--- config.mk ---
export PLATFORM = sky130hd
export DESIGN_NAME = flash_pulse_seq
export DESIGN_NICKNAME = d
export VERILOG_FILES = /design/src/rtl/flash_pulse_seq.sv
export SDC_FILE = /design/constraint.sdc
export NUM_CORES = 1
export LEC_CHECK = 0
export ABC_AREA = 1
export CELL_PAD_IN_SITES_DETAIL_PLACEMENT = 0
export CELL_PAD_IN_SITES_GLOBAL_PLACEMENT = 2
export CORE_MARGIN = 2
export CORE_UTILIZATION = 38
export CTS_CLUSTER_DIAMETER = 50
export DETAILED_ROUTE_END_ITERATION = 8
export DONT_BUFFER_PORTS = 1
export PLACE_DENSITY = 0.95
export RECOVER_POWER = 50
export SLEW_MARGIN = 20
export SYNTH_ARGS = -nofsm -noshare
export SYNTH_HDL_FRONTEND = slang
export SYNTH_SLANG_ARGS = --single-unit
--- constraint.sdc ---
create_clock -name clk -period 3.2 [get_ports clk]
set_clock_uncertainty 0.05 [all_clocks]
set_input_delay 0.32 -clock clk [delete_from_list [all_inputs] [get_ports clk]]
set_output_delay 0.32 -clock clk [all_outputs]
set_load 0.03 [all_outputs]
--- src/rtl/flash_pulse_seq.sv ---
module flash_pulse_seq #(
  parameter int CW = 16
) (
  input  logic          clk,
  input  logic          rst_n,
  input  logic          start,
  input  logic [1:0]    width_sel,
  input  logic [CW-1:0] t_setup,
  input  logic [CW-1:0] t_short,
  input  logic [CW-1:0] t_medium,
  input  logic [CW-1:0] t_long,
  input  logic [CW-1:0] t_pulse_rec,
  input  logic [CW-1:0] t_setup_rec,
  output logic          wdt_en,
  output logic          prog_setup,
  output logic          prog_en,
  output logic          done
);

  typedef enum logic [2:0] {
    S_IDLE, S_ARM, S_SETUP, S_PULSE, S_PREC, S_SREC, S_FIN
  } state_t;

  state_t        st;
  logic [CW-1:0] cnt;
  logic [CW-1:0] r_set, r_pls, r_prec, r_srec;
  logic [CW-1:0] pick;
  logic          last;

  assign pick = (width_sel == 2'd0) ? t_short :
                (width_sel == 2'd1) ? t_medium : t_long;
  assign last = (cnt <= {{(CW-1){1'b0}}, 1'b1});

  always_ff @(posedge clk or negedge rst_n) begin
    if (!rst_n) begin
      st     <= S_IDLE;
      cnt    <= '0;
      r_set  <= '0;
      r_pls  <= '0;
      r_prec <= '0;
      r_srec <= '0;
    end else begin
      case (st)
        S_IDLE: if (start) begin
          r_set  <= t_setup;
          r_pls  <= pick;
          r_prec <= t_pulse_rec;
          r_srec <= t_setup_rec;
          st     <= S_ARM;
        end
        S_ARM: begin
          cnt <= r_set;
          st  <= S_SETUP;
        end
        S_SETUP: if (last) begin
          cnt <= r_pls;
          st  <= S_PULSE;
        end else cnt <= cnt - 1'b1;
        S_PULSE: if (last) begin
          cnt <= r_prec;
          st  <= S_PREC;
        end else cnt <= cnt - 1'b1;
        S_PREC: if (last) begin
          cnt <= r_srec;
          st  <= S_SREC;
        end else cnt <= cnt - 1'b1;
        S_SREC: if (last) st <= S_FIN;
                else cnt <= cnt - 1'b1;
        S_FIN:   st <= S_IDLE;
        default: st <= S_IDLE;
      endcase
    end
  end

  assign wdt_en     = (st != S_IDLE) && (st != S_FIN);
  assign prog_setup = (st == S_SETUP) || (st == S_PULSE) || (st == S_PREC);
  assign prog_en    = (st == S_PULSE);
  assign done       = (st == S_FIN);

  AST_SETUP_COVERS_PROG: assert property (@(posedge clk) disable iff (!rst_n)
    prog_en |-> prog_setup);
  AST_WDT_COVERS_SETUP: assert property (@(posedge clk) disable iff (!rst_n)
    prog_setup |-> wdt_en);
  AST_START_ACCEPT: assert property (@(posedge clk) disable iff (!rst_n)
    (start && !wdt_en && !done) |=> (wdt_en && !prog_setup));
  AST_SETUP_AFTER_WDT: assert property (@(posedge clk) disable iff (!rst_n)
    $rose(prog_setup) |-> $past(wdt_en));
  AST_PROG_AFTER_SETUP: assert property (@(posedge clk) disable iff (!rst_n)
    $rose(prog_en) |-> $past(prog_setup));
  AST_WDT_DROP_DONE: assert property (@(posedge clk) disable iff (!rst_n)
    $fell(wdt_en) |-> done);
  AST_DONE_ONE_CYCLE: assert property (@(posedge clk) disable iff (!rst_n)
    done |=> !done);
  AST_BUSY_IGNORE: assert property (@(posedge clk) disable iff (!rst_n)
    (done && start) |=> !wdt_en);

endmodule

==> results of run 1 <==
layout by cell type, fill, tap and decap left out, types with 9 or more instances in the layout:
master                        n
sky130_fd_sc_hd__nand2_1    262
sky130_fd_sc_hd__dfrtp_1     83
sky130_fd_sc_hd__nor2_1      54
sky130_fd_sc_hd__inv_1       42
sky130_fd_sc_hd__o21ai_1     30
sky130_fd_sc_hd__nand3_1     23
sky130_fd_sc_hd__o21ai_0     18
sky130_fd_sc_hd__nand4_1     14
sky130_fd_sc_hd__o21a_1      14
sky130_fd_sc_hd__a21oi_1     12
sky130_fd_sc_hd__o211ai_1    10
sky130_fd_sc_hd__clkbuf_16    9
logic make-up (layout without fill, tap and decap cells):
kind of cell	count (synthesis)	in the layout	synth area share [%]
simple gates	372	372	33.4
xor+xnor	11	11	2.07
flops	83	83	44.7
compound gates	91	91	11.4
fa+ha+maj	5	5	1.35
buf+inv	77	71	7.10
synth_stat cells (all sizes together), types with 2 or more instances:
| cell | count |
|---|---|
| buf | 17 |
| nand4 | 14 |
| nor2 | 64 |
| xor2 | 8 |
| o211ai | 10 |
| o21a | 14 |
| clkbuf | 11 |
| nor3 | 2 |
| xnor2 | 3 |
| a21oi | 12 |
| ha | 5 |
| nor4 | 2 |
| nand2 | 264 |
| o21ai | 49 |
| or2 | 2 |
| nand3 | 24 |
| inv | 49 |
| dfrtp | 83 |
| o22ai | 4 |
per-stage QoR:
stage	cells	power, mW	cell area [sq um]	utilization [%]
floorplan	639	3.91	4650	-
global placement	762	4.49	4730	39.6
detailed placement	762	4.55	4730	39.6
CTS	780	5.67	5070	42.4
global route	780	6.12	5050	42.2
finish	780	5.63	5050	42.2
layout make-up:
type | instances | area, sq um | area share, %
clock inverter | 3 | 46.3 | 0.917
timing repair buffer | 6 | 53.8 | 1.07
clock buffer | 13 | 260 | 5.15
sequential | 83 | 2080 | 41.1
inverter | 49 | 184 | 3.64
tap | 147 | 184 | 3.64
multi-input combinational | 479 | 2240 | 44.4
flip-flops by register name, indices dropped and copies added, names as in the netlist:
register and count:
st 3, r_set 16, r_srec 16, cnt 16
r_pls 16, r_prec 16
power breakdown:
group          leakage (nW)  internal [mW]  switching, mW
combinational          1.25          0.877           1.73
clock                 0.146          0.649          0.419
sequential             1.01           1.57          0.383
what timing repair did:
item / CTS / global route
hold endpoints to repair: 83 / 0
gates resized for setup: 0 / 0
buffers inserted: 0 / 0
hold buffers: 2 / 0
worst max path at each step:
stage / slack, ns / end / startpoint
floorplan: 1.30 / cnt[2]$_DFFE_PN0P_ / cnt[0]$_DFFE_PN0P_
global placement: 0.97 / cnt[14]$_DFFE_PN0P_ / cnt[0]$_DFFE_PN0P_
detailed placement: 0.85 / cnt[12]$_DFFE_PN0P_ / cnt[0]$_DFFE_PN0P_
CTS: 0.82 / prog_setup / st[0]$_DFFE_PN0P_
global route: 0.35 / r_set[9]$_DFFE_PN0P_ / rst_n
finish: 0.80 / cnt[12]$_DFFE_PN0P_ / cnt[0]$_DFFE_PN0P_
worst max-delay path: stages (launching register included):
cell and delay [ns]:
sky130_fd_sc_hd__dfrtp_1 0.44, sky130_fd_sc_hd__inv_1 0.14, sky130_fd_sc_hd__ha_1 0.26, sky130_fd_sc_hd__inv_1 0.06
sky130_fd_sc_hd__nand2_1 0.07, sky130_fd_sc_hd__nand3_2 0.08, sky130_fd_sc_hd__nor2_4 0.18, sky130_fd_sc_hd__nand2_4 0.16
sky130_fd_sc_hd__o21ai_2 0.18, sky130_fd_sc_hd__inv_2 0.08, sky130_fd_sc_hd__nor2_8 0.32, sky130_fd_sc_hd__nor2_1 0.09
sky130_fd_sc_hd__nand2_1 0.08, sky130_fd_sc_hd__o21ai_1 0.07
routing by layer:
metal  vias up  global-route usage [%]  wire, microns  share of wire [%]
li1       2007                       -              -                  -
met1      1870                    30.9           6150                 48
met2       117                    30.4           5630                 44
met3        19                    2.86            618                4.9
met4         0                    8.62            301                2.4
met5         -                       0              0                  0
==> results.sh, run 1 <==
export IMPL_drt_first_iter_violations=339
export IMPL_timing_final_hold_violations=0
export IMPL_net_count_synth=745
export IMPL_post_synth_inst_count=639
export IMPL_drive_gt1_share_pct=6.48
export IMPL_grt_antenna_before_repair=0
export IMPL_timing_max_slew_rel_slack_pct=-35.4
export IMPL_critical_path_required_ns=3.35
export IMPL_worstHoldPathCells=2
export IMPL_timing_critical_path_from_type="flop"
export IMPL_grt_max_degree=92
export IMPL_yosys_area_top_type_share_pct=44.7
export IMPL_die_width_microns=115
export IMPL_failing_checks="max-capacitance violations, max-slew violations"
export IMPL_grt_pass1_wl_microns=21100
export IMPL_synth_yosys_seq_area_share_pct=44.7
export IMPL_drt_antenna_violating_nets=0
export IMPL_report_final_setup_viol=0
export IMPL_detail_route_vias_per_cell=5.14
export IMPL_synthArstFlopShare_pct=100
export IMPL_drv_max_cap_violation_count=1
export IMPL_grt_overflow=0
export IMPL_synthesis_yosys_warnings=0
export IMPL_register_to_register_setup_slack_ns=0.80
export IMPL_place_congestion=0.935
export IMPL_synth_top_cell_by_area="sky130_fd_sc_hd__dfrtp_1"
export IMPL_hold_path_endpoint="r_set[2]$_DFFE_PN0P_"
export IMPL_routed_wl_microns=12700
export IMPL_fp_coreArea_sq_um=12000
export IMPL_drcViolationCount=0
export IMPL_top_level_ports=105
export IMPL_i_o_buffers=0
export IMPL_placement_rows=40
export IMPL_cts_tree="built"
export IMPL_worst_hold_startpoint="t_setup[2]"
export IMPL_antenna_cells_inserted=0
export IMPL_critical_path_max_fanout=27
export IMPL_design_final_nets=734
export IMPL_htreeDepth=3
export IMPL_hold_worst_slack_ns=0.0398
export IMPL_fmax_mhz=416
export IMPL_count_of_unique_library_cells_instantiated_by_yosys=34
export IMPL_clock_latency_ns=0.34
export IMPL_timing_critical_path_to_type="flop"
export IMPL_vdd_ir_drop_worst_uv=294
export IMPL_placement_setup_worst_slack_ns=0.847
export IMPL_mapped_area_sq_um=4650
export IMPL_area_delta_synth_final_pct=8.56
export IMPL_cts_root_buf="sky130_fd_sc_hd__clkbuf_16"
export IMPL_rr_startpoint="cnt[0]$_DFFE_PN0P_"
export IMPL_area_of_the_die_sq_um=13100
export IMPL_max_clock_path_buffers=2
export IMPL_post_route_period_util_pct=75.1
export IMPL_final_setup_tns_ns=0
export IMPL_timing_reg2reg_worst_path_depth=13
export IMPL_number_of_global_route_vias_before_repair=3971
export IMPL_firstDrtPassIters=4
export IMPL_clock_sink_count=83
export IMPL_global_route_usage_total_pct=20.8
export IMPL_tightestPinTransition_ns=2.03
export IMPL_period_needed_ns=2.40
export IMPL_path_clk_slew_ns=0.06
export IMPL_netlist_top_cells_area="sky130_fd_sc_hd__dfrtp_1 45%, sky130_fd_sc_hd__nand2_1 21%, sky130_fd_sc_hd__nor2_1 4.4%"
export IMPL_worstReg2RegEnd="cnt[12]$_DFFE_PN0P_"
export IMPL_height_of_the_die_microns=115
export IMPL_wl_per_cell_microns=16.3
export IMPL_floorplan_initialDensity_pct=38.9
export IMPL_cts_buffers=9
export IMPL_vias_post_dr=4013
export IMPL_place_hpwl_microns=9300
export IMPL_power_density_over_cell_area_nw_per_um2=1120
export IMPL_worst_hold_path_type="input port to flop"
export IMPL_worstSetupPathType="flop to flop"
export IMPL_yosys_most_used_dff="sky130_fd_sc_hd__dfrtp_1"
export IMPL_synth_edff_count=0
export IMPL_report_final_slew_viol_count=84
export IMPL_rsz0062_at_grt="no"
export IMPL_synth_avg_cell_area_sq_um=7.28
export IMPL_critPathArrivalTime_ns=2.55
export IMPL_cell_leakage_power_nw=2.40
export IMPL_finalWorstSetupSlack_ns=0.797
export IMPL_fillers=1233
export IMPL_run_status="finished, violations left"
export IMPL_flop_and_latch_count_out_of_synthesis=83
No activity file was read; power rests on OpenSTA's default activity.
==> run 2, diff against run 1 <==
--- a/config.mk
+++ b/config.mk
@@ -5,15 +5,15 @@
 export SDC_FILE = /design/constraint.sdc
 export NUM_CORES = 1
 export LEC_CHECK = 0
-export ABC_AREA = 1
+export ABC_AREA = 0
 export CELL_PAD_IN_SITES_DETAIL_PLACEMENT = 0
 export CELL_PAD_IN_SITES_GLOBAL_PLACEMENT = 2
 export CORE_MARGIN = 2
-export CORE_UTILIZATION = 38
+export CORE_UTILIZATION = 37
 export CTS_CLUSTER_DIAMETER = 50
 export DETAILED_ROUTE_END_ITERATION = 8
 export DONT_BUFFER_PORTS = 1
-export PLACE_DENSITY = 0.95
+export PLACE_DENSITY = 0.9
 export RECOVER_POWER = 50
 export SLEW_MARGIN = 20
 export SYNTH_ARGS = -nofsm -noshare
==> constraint.sdc (replaced) <==
create_clock -name clk -period 2.5 [get_ports clk]
set_clock_uncertainty 0.05 [all_clocks]
set_input_delay 0.25 -clock clk [delete_from_list [all_inputs] [get_ports clk]]
set_output_delay 0.25 -clock clk [all_outputs]
set_load 0.03 [all_outputs]
==> run 2 against run 1 <==
The flow now finishes without violations. Die area rose by 3.7%. Cell count rose by 2.1%. Hold slack got worse by 0.035 ns. Setup slack got worse by 0.77 ns. Global-route usage rose by 0.21 points. Largest cell class unchanged. Largest power group is now sequential cells. Highest routed layer unchanged.
==> results.sh, run 2 <==
export IMPL_drcViolationCount=0
export IMPL_fillers=1277
export IMPL_critical_path_required_ns=2.67
export IMPL_worst_hold_path_type="input port to flop"
export IMPL_drv_max_cap_violation_count=0
export IMPL_timing_critical_path_from_type="flop"
export IMPL_report_final_setup_viol=0
export IMPL_grt_max_degree=84
export IMPL_path_clk_slew_ns=0.06
export IMPL_fp_coreArea_sq_um=12500
export IMPL_cts_buffers=9
export IMPL_power_density_over_cell_area_nw_per_um2=1030
export IMPL_timing_max_slew_rel_slack_pct=24.3
export IMPL_post_route_period_util_pct=98.8
export IMPL_hold_worst_slack_ns=0.00487
export IMPL_cts_post_setup_buffers_inserted=0
export IMPL_cp_num_buf_inv=1
export IMPL_timing_critical_path_max_delay_family="simple AND/OR/NAND/NOR gates"
export IMPL_synth_top_cells_by_count="180 x sky130_fd_sc_hd__nand2_1, 83 x sky130_fd_sc_hd__dfrtp_1"
export IMPL_rsz0062_at_grt="yes"
export IMPL_max_clock_path_buffers=2
export IMPL_yosys_area_top_type_share_pct=44.2
export IMPL_timing_critical_path_to_type="flop"
export IMPL_drt_first_iter_violations=222
export IMPL_grt_overflow=0
export IMPL_crit_path_top_delay_cell="sky130_fd_sc_hd__or4_4"
export IMPL_synth_edff_count=0
export IMPL_grt_pass1_wl_microns=21900
export IMPL_fmax_mhz=405
export IMPL_worst_hold_startpoint="t_pulse_rec[1]"
export IMPL_top_level_ports=105
export IMPL_synth_top_cell_by_area="sky130_fd_sc_hd__dfrtp_1"
export IMPL_post_synth_inst_count=573
export IMPL_mapped_area_sq_um=4700
export IMPL_synth_avg_cell_area_sq_um=8.21
export IMPL_htreeDepth=3
export IMPL_timing_final_hold_violations=0
export IMPL_place_congestion=0.874
export IMPL_area_of_the_die_sq_um=13600
export IMPL_yosys_most_used_dff="sky130_fd_sc_hd__dfrtp_1"
export IMPL_cts_tree="built"
export IMPL_area_delta_synth_final_pct=23.3
export IMPL_place_hpwl_microns=9370
export IMPL_vdd_ir_drop_worst_uv=439
export IMPL_die_width_microns=117
export IMPL_finalNonFillerCells=796
export IMPL_cell_repeated_most_along_the_worst_path="sky130_fd_sc_hd__or4_4"
export IMPL_drt_antenna_violating_nets=0
export IMPL_number_of_global_route_vias_before_repair=4295
export IMPL_drive_gt1_share_pct=12.0
export IMPL_tightestPinTransition_ns=1.14
export IMPL_count_of_unique_library_cells_instantiated_by_yosys=50
export IMPL_cell_leakage_power_nw=2.59
export IMPL_antenna_cells_inserted=0
export IMPL_report_final_slew_viol_count=0
export IMPL_period_needed_ns=2.47
export IMPL_worstHoldPathCells=2
export IMPL_vias_post_dr=4330
export IMPL_rr_startpoint="cnt[4]$_DFFE_PN0P_"
export IMPL_worstReg2RegEnd="cnt[7]$_DFFE_PN0P_"
export IMPL_grt_antenna_before_repair=0
export IMPL_firstDrtPassIters=5
export IMPL_clock_latency_ns=0.34
export IMPL_critPathArrivalTime_ns=2.64
export IMPL_net_count_synth=679
export IMPL_synthArstFlopShare_pct=100
export IMPL_run_status="completed"
export IMPL_post_synth_top_count_cell="sky130_fd_sc_hd__nand2_1"
export IMPL_worstSetupPathType="flop to flop"
export IMPL_dp_cells=735
export IMPL_critical_path_max_stage_delay_ns=0.56
export IMPL_cts_root_buf="sky130_fd_sc_hd__clkbuf_16"
export IMPL_synthesis_yosys_warnings=0
export IMPL_detail_route_vias_per_cell=5.44
export IMPL_hold_path_endpoint="r_prec[1]$_DFFE_PN0P_"
export IMPL_critical_path_max_fanout=14
export IMPL_height_of_the_die_microns=117
export IMPL_clock_sink_count=83
export IMPL_netlist_top_cells_area="sky130_fd_sc_hd__dfrtp_1 44%, sky130_fd_sc_hd__nand2_1 14%, sky130_fd_sc_hd__mux2i_1 5.1%"
export IMPL_mostFrequentLayoutCells="178 x sky130_fd_sc_hd__nand2_1, 83 x sky130_fd_sc_hd__dfrtp_1, 43 x sky130_fd_sc_hd__dlygate4sd3_1, 34 x sky130_fd_sc_hd__a21oi_1, 33 x sky130_fd_sc_hd__nor2_1"
export IMPL_global_route_usage_total_pct=21.0
export IMPL_i_o_buffers=0
export IMPL_flop_and_latch_count_out_of_synthesis=83
export IMPL_post_layout_power_mw=5.96
export IMPL_routed_wl_microns=13600
export IMPL_floorplan_initialDensity_pct=37.6
export IMPL_register_to_register_setup_slack_ns=0.03
export IMPL_timing_reg2reg_worst_path_depth=6
export IMPL_placement_rows=41
export IMPL_synth_yosys_seq_area_share_pct=44.2
export IMPL_cp_cell_sequence="or4_4 -> or4_4 -> buf_6 -> o31a_4 -> o21ai_0 -> a21oi_1"
export IMPL_mostFrequentLayoutCell="sky130_fd_sc_hd__nand2_1"
export IMPL_design_final_nets=725
export IMPL_wl_per_cell_microns=17.1
[run 2: cell types whose count changed after synthesis, moves of 16 or more]
cell                       before  now
sky130_fd_sc_hd__o21ai_0       18   34
sky130_fd_sc_hd__a21oi_1       12   34
sky130_fd_sc_hd__nand2_1      262  180
sky130_fd_sc_hd__inv_1         41   10
sky130_fd_sc_hd__nor2_1        54   34
sky130_fd_sc_hd__nand3_1       23    4
sky130_fd_sc_hd__mux2i_1        0   24
sky130_fd_sc_hd__o21ai_1       30    0
sky130_fd_sc_hd__clkbuf_1      11   34
[run 2: logic make-up after synthesis]
family | after synthesis | synth area share [%]
compound gates | 130 | 18.0
xor+xnor | 5 | 0.931
fa+ha+maj | 6 | 1.57
buf+inv | 51 | 4.34
flops | 83 | 44.2
mux | 34 | 7.50
simple gates | 264 | 23.5
[run 2: repair_timing]
action                                 in CTS  in global routing
pin swaps                                   0                  2
gates resized for setup                     5                  9
gates cloned                                0                  1
endpoints found under the hold margin     124                  1
setup endpoints to repair                  14                 17
hold buffers                               43                  1
[run 2: layout make-up]
class / count / area [sq um] / area share [%]
clock buffers: 13 / 250 / 4.31
clock inverters: 3 / 46.3 / 0.798
inverters: 10 / 37.5 / 0.647
multi-input cells: 439 / 2470 / 42.6
flip-flops and latches: 83 / 2080 / 35.8
well taps: 172 / 215 / 3.71
repair buffers: 76 / 704 / 12.1
[run 2: where the power goes]
group | total, mW | switching, mW | internal [mW]
Clock | 1.35 | 0.539 | 0.807
Sequential | 2.47 | 0.495 | 1.98
Combinational | 2.14 | 1.19 | 0.944
Total | 5.96 | 2.23 | 3.73
[run 2: how the worst max path moves through the flow]
stage	slack, ns	cells past startpoint	end	start
floorplan	0.04	8	cnt[0]$_DFFE_PN0P_	st[1]$_DFFE_PN0P_
global placement	-0.04	6	cnt[9]$_DFFE_PN0P_	cnt[4]$_DFFE_PN0P_
detailed placement	-0.11	6	cnt[10]$_DFFE_PN0P_	cnt[4]$_DFFE_PN0P_
CTS	-0.001	6	cnt[9]$_DFFE_PN0P_	cnt[4]$_DFFE_PN0P_
global route	-0.006	6	cnt[13]$_DFFE_PN0P_	cnt[4]$_DFFE_PN0P_
finish	0.03	6	cnt[7]$_DFFE_PN0P_	cnt[4]$_DFFE_PN0P_
[run 2: per-stage QoR]
| step | utilization [%] | TNS [ns] | setup WS [ns] | area (sq um) |
|---|---|---|---|---|
| after CTS | 46.2 | -0.00109 | -0.00109 | 5790 |
| after global placement | 40.1 | -0.284 | -0.0447 | 5020 |
| final | 46.3 | 0 | 0.0304 | 5800 |
| after floorplan | - | 0 | 0.0387 | 4700 |
| after detailed placement | 40.1 | -1.07 | -0.114 | 5020 |
| after global routing | 46.3 | -0.0208 | -0.00624 | 5800 |
[run 2: per-layer routing]
metal / global-route usage [%] / vias to the layer above / share of wire (%)
li1: - / 2080 / -
met1: 28.1 / 2102 / 45
met2: 34.5 / 132 / 47
met3: 3.43 / 16 / 5.5
met4: 7.45 / 0 / 2.3
met5: 0 / - / 0
==> run 3, diff against run 2 <==
--- a/config.mk
+++ b/config.mk
@@ -6,14 +6,12 @@
 export NUM_CORES = 1
 export LEC_CHECK = 0
 export ABC_AREA = 0
-export CELL_PAD_IN_SITES_DETAIL_PLACEMENT = 0
-export CELL_PAD_IN_SITES_GLOBAL_PLACEMENT = 2
 export CORE_MARGIN = 2
-export CORE_UTILIZATION = 37
+export CORE_UTILIZATION = 38
 export CTS_CLUSTER_DIAMETER = 50
 export DETAILED_ROUTE_END_ITERATION = 8
 export DONT_BUFFER_PORTS = 1
-export PLACE_DENSITY = 0.9
+export PLACE_DENSITY = 0.62
 export RECOVER_POWER = 50
 export SLEW_MARGIN = 20
 export SYNTH_ARGS = -nofsm -noshare
==> run 3 against run 2 <==
Critical path depth up 1. Via count about the same. Design area up 1.3%. Combinational power about the same. Die area down 2.5%.
==> results.sh, run 3 (synthesis gave the netlist of run 2 again) <==
export IMPL_wl_per_cell_microns=16.6
export IMPL_cp_num_buf_inv=2
export IMPL_placement_setup_worst_slack_ns=-0.108
export IMPL_clock_sink_count=83
export IMPL_grt_antenna_before_repair=0
export IMPL_fp_coreArea_sq_um=12100
export IMPL_critical_path_max_fanout=11
export IMPL_path_clk_slew_ns=0.06
export IMPL_drv_max_cap_violation_count=0
export IMPL_area_of_the_die_sq_um=13300
export IMPL_cp_cell_sequence="or4_4 -> or4_4 -> buf_12 -> nor2_1 -> buf_4 -> a21oi_1 -> a211oi_1"
export IMPL_drt_first_iter_violations=269
export IMPL_postLayoutCoreUtil_pct=48.7
export IMPL_fmax_mhz=408
export IMPL_vdd_ir_drop_worst_uv=492
export IMPL_drive_gt1_share_pct=12.4
export IMPL_cts_tree="built"
export IMPL_grt_max_degree=84
export IMPL_height_of_the_die_microns=115
export IMPL_placement_rows=40
export IMPL_routed_wl_microns=13300
export IMPL_cts_root_buf="sky130_fd_sc_hd__clkbuf_16"
export IMPL_critPathArrivalTime_ns=2.63
export IMPL_clock_latency_ns=0.34
export IMPL_timing_critical_path_max_delay_family="simple AND/OR/NAND/NOR gates"
export IMPL_report_final_slew_viol_count=0
export IMPL_period_needed_ns=2.45
export IMPL_timing_critical_path_from_type="flop"
export IMPL_timing_critical_path_to_type="flop"
export IMPL_finalWorstSetupSlack_ns=0.0488
export IMPL_dp_cells=733
export IMPL_run_status="completed"
export IMPL_crit_path_top_delay_cell="sky130_fd_sc_hd__or4_4"
export IMPL_worst_hold_path_type="input port to flop"
export IMPL_design_final_nets=734
export IMPL_cell_repeated_most_along_the_worst_path="sky130_fd_sc_hd__or4_4"
export IMPL_worstSetupPathType="flop to flop"
export IMPL_critical_path_max_stage_delay_ns=0.55
export IMPL_tightestPinTransition_ns=1.12
export IMPL_place_hpwl_microns=9420
export IMPL_max_clock_path_buffers=2
export IMPL_firstDrtPassIters=4
export IMPL_report_final_setup_viol=0
export IMPL_drt_antenna_violating_nets=0
export IMPL_place_congestion=0.887
export IMPL_grt_overflow=0
export IMPL_timing_max_slew_rel_slack_pct=25.3
export IMPL_top_level_ports=105
export IMPL_mostFrequentLayoutCells="179 x sky130_fd_sc_hd__nand2_1, 83 x sky130_fd_sc_hd__dfrtp_1, 49 x sky130_fd_sc_hd__dlygate4sd3_1"
export IMPL_grt_pass1_wl_microns=22000
export IMPL_mostFrequentLayoutCell="sky130_fd_sc_hd__nand2_1"
export IMPL_vias_post_dr=4331
export IMPL_detail_route_vias_per_cell=5.42
export IMPL_antenna_cells_inserted=0
export IMPL_global_route_usage_total_pct=21.1
export IMPL_fin_area_sq_um=5870
export IMPL_cts_buffers=9
export IMPL_i_o_buffers=0
export IMPL_htreeDepth=3
export IMPL_area_delta_synth_final_pct=24.9
export IMPL_drcViolationCount=0
export IMPL_number_of_global_route_vias_before_repair=4391
export IMPL_finalNonFillerCells=799
export IMPL_final_setup_tns_ns=0
export IMPL_power_density_over_cell_area_nw_per_um2=1000
export IMPL_critical_path_required_ns=2.68
export IMPL_cell_leakage_power_nw=2.63
export IMPL_rsz0062_at_grt="yes"
export IMPL_register_to_register_setup_slack_ns=0.05
export IMPL_floorplan_initialDensity_pct=39.0
export IMPL_post_route_period_util_pct=98.0
export IMPL_fillers=1142
export IMPL_timing_final_hold_violations=0
export IMPL_die_width_microns=115
export IMPL_dpl_cell_area_sq_um=5040
==> run 3: changes by cell type in the layout (fill, tap and decap cells not counted), moves of 3 or more <==
cell / before / now
sky130_fd_sc_hd__o21ai_1: 5 / 0
sky130_fd_sc_hd__dlygate4sd3_1: 43 / 49
sky130_fd_sc_hd__o21ai_0: 29 / 34
sky130_fd_sc_hd__buf_4: 28 / 31
==> run 3: cell type report <==
| class | instances | area, sq um | area share [%] |
|---|---|---|---|
| Inverter | 10 | 37.5 | 0.639 |
| Sequential cell | 83 | 2080 | 35.4 |
| Timing Repair Buffer | 85 | 796 | 13.5 |
| Clock buffer | 12 | 256 | 4.37 |
| Multi-Input combinational cell | 439 | 2480 | 42.3 |
| Clock inverter | 2 | 12.5 | 0.213 |
| Tap cell | 168 | 210 | 3.58 |
==> run 3: worst reg2reg max path: cells and delay by family, from the launching register on <==
kind | cells | cell delay, ns
flip-flops | 1 | 0.38
AO/OA/AOI/OAI | 2 | 0.35
AND/OR/NAND/NOR | 3 | 1.19
buffers and inverters | 2 | 0.38
==> run 3: metal layers <==
| metal | part of all wire (%) | up-vias | GRT usage (%) |
|---|---|---|---|
| met3 | 5.2 | 24 | 2.42 |
| met1 | 46 | 2060 | 29.4 |
| met2 | 47 | 153 | 34.1 |
| met5 | 0 | - | 0 |
| met4 | 2.0 | 0 | 7.79 |
| li1 | - | 2094 | - |
==> run 3: stage by stage <==
| step | total power, mW | hold WS [ns] |
|---|---|---|
| after floorplan | 3.80 | -0.0956 |
| after global placement | 4.46 | -0.0933 |
| after detailed placement | 4.52 | -0.0941 |
| after CTS | 5.87 | 0.0580 |
| after global routing | 6.30 | 0.0638 |
| final | 5.89 | 0.0592 |
==> run 3: what timing repair did <==
item,4_1_cts,5_1_grt
setup endpoints to repair,5,16
gates cloned,0,0
pin swaps,0,3
gates resized for setup,4,8
hold buffers,50,0
hold endpoints to repair,131,0
buffers inserted,0,2
==> run 3: power by group <==
group | internal, mW | switching, mW
combinational | 0.968 | 1.19
clock | 0.715 | 0.517
sequential | 1.98 | 0.517
total | 3.66 | 2.22
==> run 3: path summary, 6_finish.rpt <==
check,start,end,cells past startpoint
min reg2reg,r_prec[12]$_DFFE_PN0P_,r_prec[12]$_DFFE_PN0P_,2
max reg2reg,cnt[4]$_DFFE_PN0P_,cnt[3]$_DFFE_PN0P_,7
max in group asynchronous,rst_n,cnt[6]$_DFFE_PN0P_,2
max,cnt[4]$_DFFE_PN0P_,cnt[3]$_DFFE_PN0P_,7
min in group asynchronous,rst_n,r_pls[1]$_DFFE_PN0P_,2
min,t_long[12],r_pls[12]$_DFFE_PN0P_,2
